**config.mk**
```make
export PLATFORM = sky130hd
export DESIGN_NAME = clos_box_router
export DESIGN_NICKNAME = d
export VERILOG_FILES = /design/src/rtl/clos_box_router.sv
export SDC_FILE = /design/constraint.sdc
export NUM_CORES = 1
export LEC_CHECK = 0
export BUFFER_PORTS_ARGS = -buffer_cell sky130_fd_sc_hd__buf_4
export CAP_MARGIN = 20
export CORE_AREA = 3 3 160 162
export CTS_BUF_LIST = sky130_fd_sc_hd__clkbuf_4 sky130_fd_sc_hd__clkbuf_8
export CTS_CLUSTER_SIZE = 12
export DETAILED_ROUTE_END_ITERATION = 8
export DIE_AREA = 0 0 163 165
export PLACE_DENSITY = 0.65
export SLEW_MARGIN = 5
export SYNTH_ARGS = -nofsm -noshare
export SYNTH_HDL_FRONTEND = slang
export SYNTH_SLANG_ARGS = --single-unit
export TNS_END_PERCENT = 30
```
**constraint.sdc**
```tcl
create_clock -name clk -period 7.5 [get_ports clk]
set_input_delay 1.5 -clock clk [delete_from_list [all_inputs] [get_ports clk]]
set_output_delay 1.5 -clock clk [all_outputs]
set_load 0.1 [all_outputs]
```
**src/rtl/clos_box_router.sv**
```systemverilog
module clos_box_router #(
  parameter int N_IN = 4,
  localparam int LOGN = $clog2(N_IN),
  localparam int DW = 2 * LOGN,
  localparam int M = N_IN + N_IN / 2 - 1,
  localparam int MW = $clog2(M),
  localparam int CW = $clog2(M + 2)
) (
  input  logic                 clk,
  input  logic                 rst_n,
  input  logic                 start,
  input  logic [LOGN-1:0]      box,
  input  logic [N_IN*DW-1:0]   dest,
  output logic                 busy,
  output logic                 done,
  output logic                 err,
  output logic [N_IN*MW-1:0]   route
);

  typedef enum logic [1:0] {S_IDLE, S_FREE, S_ROUTE, S_COMMIT} state_t;
  state_t state_q;

  logic [M-1:0]      free_q [N_IN];
  logic [MW-1:0]     t_row  [N_IN][N_IN];
  logic [LOGN-1:0]   t_col  [N_IN][N_IN];
  logic [N_IN-1:0]   t_vld  [N_IN];

  logic [LOGN-1:0]   box_q;
  logic [N_IN*DW-1:0] dst_q;
  logic [M-1:0]      taken_q;
  logic [N_IN-1:0]   done_pins_q;
  logic [N_IN-1:0]   pvld_q;
  logic [LOGN:0]     step_q;

  logic [LOGN-1:0]   col   [N_IN];
  logic [M-1:0]      avail [N_IN];
  logic [CW-1:0]     nalt  [N_IN];
  logic [LOGN-1:0]   sel_p;
  logic [CW-1:0]     sel_n;
  logic [MW-1:0]     sel_row;
  logic [M-1:0]      sel_av;

  always_comb begin
    for (int p = 0; p < N_IN; p++) begin
      col[p]   = dst_q[p*DW+LOGN +: LOGN];
      avail[p] = free_q[col[p]] & ~taken_q;
      nalt[p]  = CW'($countones(avail[p]));
    end
    sel_p = '0;
    sel_n = CW'(M + 1);
    for (int p = N_IN - 1; p >= 0; p--)
      if (!done_pins_q[p] && nalt[p] <= sel_n) begin
        sel_p = LOGN'(p);
        sel_n = nalt[p];
      end
    sel_av  = avail[sel_p];
    sel_row = '0;
    if (col[sel_p][0]) begin
      for (int i = 0; i < M; i++)
        if (sel_av[i]) sel_row = MW'(i);
    end else begin
      for (int i = M - 1; i >= 0; i--)
        if (sel_av[i]) sel_row = MW'(i);
    end
  end

  assign busy = (state_q != S_IDLE);

  always_ff @(posedge clk or negedge rst_n) begin
    if (!rst_n) begin
      state_q     <= S_IDLE;
      box_q       <= '0;
      dst_q       <= '0;
      taken_q     <= '0;
      done_pins_q <= '0;
      pvld_q      <= '0;
      step_q      <= '0;
      done        <= 1'b0;
      err         <= 1'b0;
      route       <= '0;
      for (int j = 0; j < N_IN; j++) begin
        free_q[j] <= '1;
        t_vld[j]  <= '0;
        for (int p = 0; p < N_IN; p++) begin
          t_row[j][p] <= '0;
          t_col[j][p] <= '0;
        end
      end
    end else begin
      done <= 1'b0;
      case (state_q)
        S_IDLE: if (start) begin
          box_q   <= box;
          dst_q   <= dest;
          err     <= 1'b0;
          state_q <= S_FREE;
        end
        S_FREE: begin
          for (int p = 0; p < N_IN; p++)
            if (t_vld[box_q][p])
              free_q[t_col[box_q][p]][t_row[box_q][p]] <= 1'b1;
          t_vld[box_q] <= '0;
          taken_q      <= '0;
          done_pins_q  <= '0;
          pvld_q       <= '0;
          step_q       <= '0;
          route        <= '0;
          state_q      <= S_ROUTE;
        end
        S_ROUTE: begin
          done_pins_q[sel_p] <= 1'b1;
          if (sel_n == '0) begin
            err <= 1'b1;
          end else begin
            route[sel_p*MW +: MW] <= sel_row;
            taken_q[sel_row]      <= 1'b1;
            pvld_q[sel_p]         <= 1'b1;
          end
          step_q <= step_q + 1'b1;
          if (step_q == (LOGN+1)'(N_IN - 1)) state_q <= S_COMMIT;
        end
        S_COMMIT: begin
          for (int p = 0; p < N_IN; p++) begin
            if (pvld_q[p]) free_q[col[p]][route[p*MW +: MW]] <= 1'b0;
            t_row[box_q][p] <= route[p*MW +: MW];
            t_col[box_q][p] <= col[p];
          end
          t_vld[box_q] <= pvld_q;
          done    <= 1'b1;
          state_q <= S_IDLE;
        end
        default: state_q <= S_IDLE;
      endcase
    end
  end

endmodule

```
==> results of run 1 <==
==> cell usage after synthesis (all sizes together) (2+ instances only) <==
master,number
a21o,4
o22ai,80
nand3b,21
or3b,7
o221ai,3
dfstp,20
o21ai,73
ha,28
mux4,44
o21a,4
nand3,27
a31oi,3
a32o,10
mux2,85
and2,13
clkbuf,33
and3,4
nand2b,14
nor3b,3
dfrtp,138
a21oi,21
nand2,111
o21bai,2
inv,26
fa,8
a22o,6
o311ai,2
nor2b,17
or3,9
nor2,39
o211ai,2
nor3,2
or2,3
buf,21
==> cell families (layout without fill, tap and decap cells) <==
| family | after synthesis | count (layout) |
|---|---|---|
| adder cells (fa/ha/maj) | 36 | 36 |
| buffers and inverters | 80 | 113 |
| multiplexers | 129 | 129 |
| AND/OR/NAND/NOR | 276 | 276 |
| flip-flops | 158 | 158 |
| AO/OA/AOI/OAI | 221 | 221 |
==> per-stage QoR <==
stage	utilization (%)	hold slack (ns)	TNS (ns)	cell area [µm²]
finish	44.0	0.477	0	10700
global route	44.0	0.502	-0.0777	10700
CTS	43.7	0.480	0	10600
detailed placement	42.0	0.466	-0.116	10200
global placement	42.0	0.457	0	10200
floorplan	-	0.445	0	9620
==> what timing repair did <==
| item | 4_1_cts | 5_1_grt |
|---|---|---|
| resized for setup | 1 | 14 |
| buffers inserted | 0 | 1 |
| pin swaps | 0 | 0 |
| setup endpoints to repair | 7 | 23 |
==> tightest hold or removal path, cell delays in order (launching register included) <==
cell     delay (ns)
dfstp_2        0.39
nand2_1        0.05
nand2_1        0.04
==> cell usage in the layout (no fill, tap or decap), types with 6 or more instances in the layout <==
cell	count
inv_1	26
a32o_1	8
nor2_1	38
o22ai_1	78
o21ai_0	68
fa_1	8
a22o_1	6
nand2_1	109
inv_6	6
dfrtp_1	136
ha_1	27
nand3_1	26
buf_4	54
nand3b_1	21
a21oi_1	17
or3_1	8
clkbuf_8	17
or3b_2	7
and2_1	11
dfstp_2	20
mux2_2	85
mux4_2	44
nor2b_1	17
nand2b_1	13
==> path summary, 6_finish.rpt <==
| check | startpoint | to | cells past startpoint |
|---|---|---|---|
| min in group asynchronous | rst_n | t_vld[4] | 1 |
| max | dst_q[14] | taken_q[0] | 27 |
| max in group asynchronous | rst_n | dst_q[14] | 2 |
| max reg2reg | dst_q[14] | taken_q[0] | 27 |
| min | free_q[14] | free_q[14] | 2 |
| min reg2reg | free_q[14] | free_q[14] | 2 |
==> area by class of cell <==
cell class                      instances  area share [%]
Sequential cell                       158            37.4
Timing Repair Buffer                   55            3.91
Multi-Input combinational cell        662            50.3
Clock inverter                         15            1.55
Inverter                               26           0.916
Clock buffer                           17            2.20
Tap cell                              324            3.80
==> metal layers <==
metal	share of wire (%)	track usage, %	up-vias
met5	0	0	-
met4	2.6	7.77	0
met3	4.7	2.78	33
met2	47	30.5	238
met1	46	28.2	3698
li1	-	-	3390
==> state kept, by name, indices dropped and copies added (netlist names) <==
name         count
err              1
t_col           32
box_q            2
t_row           48
dst_q            8
step_q           3
taken_q          5
state_q          2
done_pins_q      4
route           12
t_vld           16
done             1
free_q          20
pvld_q           4
==> impl_metrics.tcl, run 1 <==
set metrics [dict create \
    status "finished clean" \
    fin_cells 1257 \
    drive_above_1_share_pct 29.6 \
    drt_first_pass_iters 5 \
    syn-num-nets 957 \
    synthArstFlopShare_pct 100 \
    ys_warn_count 0 \
    wl_per_cell_um 20.8 \
    numCtsBuffers 17 \
    ios 36 \
    synth_top_family_by_area "multiplexers" \
    synth_edf_count 0 \
    cts_tree "yes" \
    first_iter_violations 649 \
    overflow 0 \
    grt_pass1_vias 7128 \
    vias 7359 \
    synth_area_per_cell_um2 10.7 \
    nets 977 \
    arrival_ns 7.55 \
    rsz0062_at_grt "true" \
    area.sequential_um2 3980 \
    slew_viol_final 0 \
    cap_violations 0 \
    drc_errors 0 \
    place.gp.congestion 0.973 \
    crit_fanout 8 \
    fmaxAchievable_ghz 0.140 \
    holdCritPathClass "reg2reg" \
    worst_slew_pin_slew_ns 0.987 \
    grt_max_degree 82 \
    diodes 0 \
    htreeDepth 4 \
    ys_ff_latch 158 \
    yosysTopAreaCell "dfrtp_1" \
    synthCells 900 \
    cp_slowest_cell "mux4_2" \
    reg2reg_slack_ns 0.34 \
    finalSetupViolCount 0 \
    synthesis.area_um2 9620 \
    cts_hold_buf 0 \
    ant_nets 0 \
    dieWidth_um 163 \
    coreArea_um2 24200 \
    initial_core_util_pct 39.7 \
    cts_num_sinks 158 \
    worst_slack_ns 0.337 \
    critPathMaxStageDelay_ns 0.54 \
    antenna_found_initial 0 \
    synth-seq-area-share_pct 41.3 \
    dp_hpwl_um 19500 \
    yosys.area_share.simple_pct 14.6 \
    place_ws_ns -0.0465 \
    endpoint_kind "register" \
    synth_compound_area_share_pct 14.9 \
    synthFlopType "dfrtp_1" \
    period_minus_slack_ns 7.16 \
    root_buffer "clkbuf_8" \
    clkTransAtPathRegs_ns 0.09 \
    fp.dieArea_um2 26900 \
    min_period_over_period_pct 95.5 \
    synth_xor_xnor_area_share_pct 0 \
    max_slew_margin_pct 34.2 \
    vias_per_cell 5.85 \
    multi_input_area_um2 5360 \
    start_kind "register" \
    die_height_um 165 \
    synth_area_leaders "dfrtp_1 36%, mux4_2 10%, mux2_2 9.9%" \
    syn_to_final_growth_pct 10.7 \
    required_ns 7.89 \
    n_fill_cell 2323 \
    synth_fa_ha_area_share_pct 5.30 \
    synth.area.mux_share_pct 20.2 \
    place_inst 1223 \
    yosysTopAreaCellShare_pct 35.9 \
    finalWirelength_um 26100 \
    io_buffers 27 \
    clkLatencyLatePin_ns 0.47 \
    path_class "reg2reg" \
    fp-row-count 57 \
    grt_pass1_wl_um 41000 \
    synth.distinct_cells 67 \
    cpMostUsedCell "ha_1" \
    worst-path-buf-inv 1 \
    cts_max_path_buffers 2 \
    skew_ns 0.0196 \
    hold_viol 0 \
    track_usage_pct 19.8 \
    crit_family "simple AND/OR/NAND/NOR gates" \
]
Power of run 1 is not shown: default switching activity piles up to over one toggle a cycle in this logic, so the estimate is an artifact.
==> run 2, diff against run 1 <==
- CORE_AREA: 3 3 160 162 -> 2 2 150 152
- DIE_AREA: 0 0 163 165 -> 0 0 152 154
- PLACE_DENSITY: 0.65 -> 0.7
==> impl_metrics.tcl, run 2 (synthesis gave the netlist of run 1 again) <==
set metrics [dict create \
    use_met2_pct 35.7 \
    max_slew_margin_pct 33.0 \
    met1_usage_pct 30.5 \
    timing.rr.end "taken_q[0]" \
    whs_endpoint "free_q[4]" \
    track_usage_pct 22.4 \
    grt_max_degree 100 \
    holdCritPathClass "reg2reg" \
    period_minus_slack_ns 7.21 \
    overflow 0 \
    busiest_layer "met2" \
    numCtsBuffers 17 \
    endpoint_kind "register" \
    dieWidth_um 152 \
    skew_ns 0.0220 \
    grt_pass1_vias 7405 \
    largest_reg_flops 48 \
    first_iter_violations 571 \
    cap_violations 0 \
    cpMostUsedCell "ha_1" \
    fin_cells 1214 \
    drive_above_1_share_pct 30.4 \
    hp-start "free_q[4]" \
    min_period_over_period_pct 96.1 \
    cts_tree "yes" \
    root_buffer "clkbuf_8" \
    finalWirelength_um 26000 \
    cts_hold_buf 0 \
    wl_per_cell_um 21.4 \
    r2r_cells 27 \
    worst-path-buf-inv 1 \
    crit_fanout 8 \
    status "finished clean" \
    vias_per_cell 6.14 \
    clkTransAtPathRegs_ns 0.10 \
    cts_max_path_buffers 2 \
    start_kind "register" \
    post-route-util_pct 49.4 \
    n_fill_cell 1889 \
    critPathMaxStageDelay_ns 0.55 \
    layout_commonest_cell "dfrtp_1" \
    cp_slowest_cell "mux4_2" \
    worst_slack_ns 0.294 \
    fmaxAchievable_ghz 0.139 \
    worst_slew_pin_slew_ns 1.00 \
    path_class "reg2reg" \
    htreeDepth 4 \
    syn_to_final_growth_pct 11.3 \
    crit_family "simple AND/OR/NAND/NOR gates" \
    cts_num_sinks 158 \
    slew_viol_final 0 \
    nets 977 \
    r2r-start "dst_q[14]" \
    dp_hpwl_um 18800 \
    die_height_um 154 \
    fp.dieArea_um2 23400 \
    fp-row-count 54 \
    clkLatencyLatePin_ns 0.45 \
    grt_pass1_wl_um 41400 \
    drc_errors 0 \
    final_cell_mix "135 x dfrtp_1, 108 x nand2_1, 85 x mux2_2" \
    reg2reg_slack_ns 0.29 \
    place.gp.congestion 0.993 \
    drt_first_pass_iters 5 \
    arrival_ns 7.59 \
    coreArea_um2 21700 \
    ant_nets 0 \
    ios 36 \
    io_buffers 27 \
    place_ws_ns -0.0144 \
    grt_util_met3_pct 3.47 \
    hold_viol 0 \
    regMostFlops "t_row" \
    finalSetupViolCount 0 \
    reg_top3 "t_row x48, t_col x32, free_q x20" \
    place_inst 1176 \
    hold_slack_ns 0.481 \
    initial_core_util_pct 44.4 \
    vias 7457 \
    hold_depth 2 \
    required_ns 7.88 \
    antenna_found_initial 0 \
    rsz0062_at_grt "true" \
]
run 2: cell count changes in the layout (fill, tap and decap cells not counted), sizes merged:
cell,change
bufinv,+3
diode,+1
inv,-6
clkbuf,+1
clkinvlp,+1
clkinv,+1
run 2: worst max path at each step:
stage                     startpoint         end  slack (ns)  cells past startpoint
after floorplan            dst_q[14]  taken_q[0]        0.55                     29
final                      dst_q[14]  taken_q[0]        0.29                     27
after CTS                  dst_q[14]    route[2]        0.04                     29
after detailed placement   dst_q[14]    route[2]       -0.01                     29
after global routing       dst_q[14]    route[4]       -0.06                     29
after global placement     dst_q[14]    route[3]        0.09                     28
run 2: area by class of cell:
cell class	instances	area, µm²	area share (%)
Tap cell	280	350	3.27
Clock inverter	14	180	1.68
Clock buffer	18	248	2.31
Antenna cell	1	2.50	0.0234
Timing Repair Buffer	55	417	3.89
Sequential cell	158	3980	37.2
Multi-Input combinational cell	662	5430	50.7
Inverter	26	97.6	0.911
run 2: metrics by stage:
stage,setup TNS (ns),instance area [µm²]
floorplan,0,9620
global placement,0,10100
detailed placement,-0.0144,10100
CTS,0,10500
global route,-0.329,10700
finish,0,10700
run 2: worst register-to-register path: cells and delay by family (launching register included):
family,cells,cell delay (ns)
mux,1,0.55
compound gates,9,1.62
fa+ha+maj,6,2.05
simple gates,10,2.22
flops,1,0.50
buf+inv,1,0.19
run 2: metal layers:
metal	vias up	routed length (µm)
met5	-	0
met3	49	1560
li1	3394	-
met2	280	12100
met4	0	940
met1	3734	11300
run 2: timing repair:
item,4_1_cts,5_1_grt
endpoints found under the setup margin,13,24
setup buffers,0,5
pin swaps,0,5
gates resized for setup,1,27
cloned,0,0
Power of run 2 is left out for the same reason.
==> run 3, diff against run 2 <==
--- a/config.mk
+++ b/config.mk
@@ -15,2 +15,3 @@
 export PLACE_DENSITY = 0.7
+export RECOVER_POWER = 100
 export SLEW_MARGIN = 5
==> constraint.sdc (replaced) <==
create_clock -name clk -period 7.75 [get_ports clk]
set_input_delay 1.1625 -clock clk [delete_from_list [all_inputs] [get_ports clk]]
set_output_delay 1.1625 -clock clk [all_outputs]
set_load 0.1 [all_outputs]
==> impl_metrics.tcl, run 3 (synthesis gave the netlist of run 1 again) <==
set metrics [dict create \
    dp_hpwl_um 18900 \
    required_ns 8.13 \
    drt_first_pass_iters 6 \
    max_slew_margin_pct -161 \
    n_fill_cell 1976 \
    drive_above_1_share_pct 26.2 \
    wl_per_cell_um 21.4 \
    r2r-start "dst_q[14]" \
    cts_max_path_buffers 2 \
    cts_hold_buf 0 \
    fp-row-count 54 \
    regMostFlops "t_row" \
    skew_ns 0.0145 \
    io_buffers 27 \
    initial_core_util_pct 44.4 \
    largest_reg_flops 48 \
    fp.dieArea_um2 23400 \
    finalSetupViolCount 0 \
    min_period_over_period_pct 93.2 \
    finalWirelength_um 25900 \
    cpMostUsedCell "ha_1" \
    reg_top3 "t_row x48, t_col x32, free_q x20" \
    worst_slew_pin_slew_ns 3.91 \
    antenna_found_initial 0 \
    overflow 0 \
    vias_per_cell 6.18 \
    coreArea_um2 21700 \
    cts_tree "yes" \
    hold_viol 0 \
    start_kind "register" \
    drc_errors 0 \
    htreeDepth 4 \
    layout_commonest_cell "dfrtp_1" \
    dieWidth_um 152 \
    first_iter_violations 621 \
    ios 36 \
    grt_pass1_wl_um 41400 \
    diodes 0 \
    place.gp.congestion 0.925 \
    grt_pass1_vias 7324 \
    critPathMaxStageDelay_ns 0.54 \
    grt_max_degree 85 \
    violations "capacitance limit, slew limit" \
    ant_nets 0 \
    path_class "reg2reg" \
    period_minus_slack_ns 7.22 \
    vias 7460 \
    cap_violations 4 \
    critical_path.startpoint "dst_q[14]" \
    rsz0062_at_grt "false" \
    arrival_ns 7.61 \
    fmaxAchievable_ghz 0.138 \
    fin_tns_setup_ns 0 \
    status "complete, but fails checks" \
    clkLatencyLatePin_ns 0.46 \
    endpoint_kind "register" \
    final_cell_mix "135 x dfrtp_1, 109 x nand2_1, 85 x mux2_2" \
    syn_to_final_growth_pct 8.97 \
    cts_num_sinks 158 \
    cp_slowest_cell "mux4_2" \
    root_buffer "clkbuf_8" \
    slew_viol_final 196 \
    numCtsBuffers 17 \
    holdCritPathClass "reg2reg" \
    nets 972 \
    clkTransAtPathRegs_ns 0.08 \
    track_usage_pct 22.6 \
    hold_slack_ns 0.480 \
    crit_fanout 6 \
    die_height_um 154 \
    hp-start "t_vld[2]" \
]
-- run 3: changes by cell type in the layout (fill, tap and decap cells not counted), sizes merged --
| cell | change |
|---|---|
| inv | -3 |
| clkinv | -1 |
| clkinvlp | -1 |
| clkbuf | +30 |
| diode | -1 |
| buf | -29 |
| bufinv | -1 |
-- run 3: worst max-delay path, delay by kind of cell (launching register included) --
kind	cells	cell delay (ns)
AOI/OAI and AO/OA	8	1.36
adders and majority gates	6	2.00
buffers and inverters	2	0.27
DFF	1	0.47
muxes	1	0.54
and+or+nand+nor	11	2.51
-- run 3: metrics by stage --
stage / instances / worst slack, ns / cell area, µm² / utilization [%]
5_1_grt: 1208 / 0.0255 / 10500 / 48.4
2_1_floorplan: 900 / 0.799 / 9620 / -
3_3_place_gp: 1172 / 0.307 / 10100 / 46.5
6_report: 1208 / 0.527 / 10500 / 48.4
3_5_place_dp: 1172 / 0.232 / 10100 / 46.5
4_1_cts: 1204 / 0.202 / 10500 / 48.4
-- run 3: final timing paths --
check / depth (start not counted) / endpoint / slack (ns)
worst max-delay path: 28 / taken_q[0] / 0.53
worst min-delay path: 2 / t_vld[2] / 0.48
worst max register to register: 28 / taken_q[0] / 0.53
worst min register to register: 2 / t_vld[2] / 0.48
max in group asynchronous: 3 / dst_q[10] / 1.84
min in group asynchronous: 1 / t_col[11] / 2.06
-- run 3: repair_timing --
action,CTS,global route
buffers inserted,0,1
endpoints found under the hold margin,0,0
gates resized for setup,0,11
endpoints found under the setup margin,0,21
-- run 3: layout make-up --
| type | instances | area [µm²] | share of cell area (%) |
|---|---|---|---|
| sequential | 158 | 3980 | 38.0 |
| clock inverter | 8 | 104 | 0.990 |
| clock buffer | 24 | 318 | 3.03 |
| multi-input combinational | 662 | 5340 | 50.9 |
| inverter | 26 | 97.6 | 0.931 |
| timing repair buffer | 50 | 300 | 2.86 |
| tap | 280 | 350 | 3.34 |
-- run 3: metal layers --
metal	share of wire [%]	vias up	global-route usage (%)
met2	47	293	36.0
li1	-	3395	-
met1	44	3727	31.7
met3	5.4	45	2.90
met5	0	-	0
met4	3.1	0	8.68
Power of run 3 is left out for the same reason.
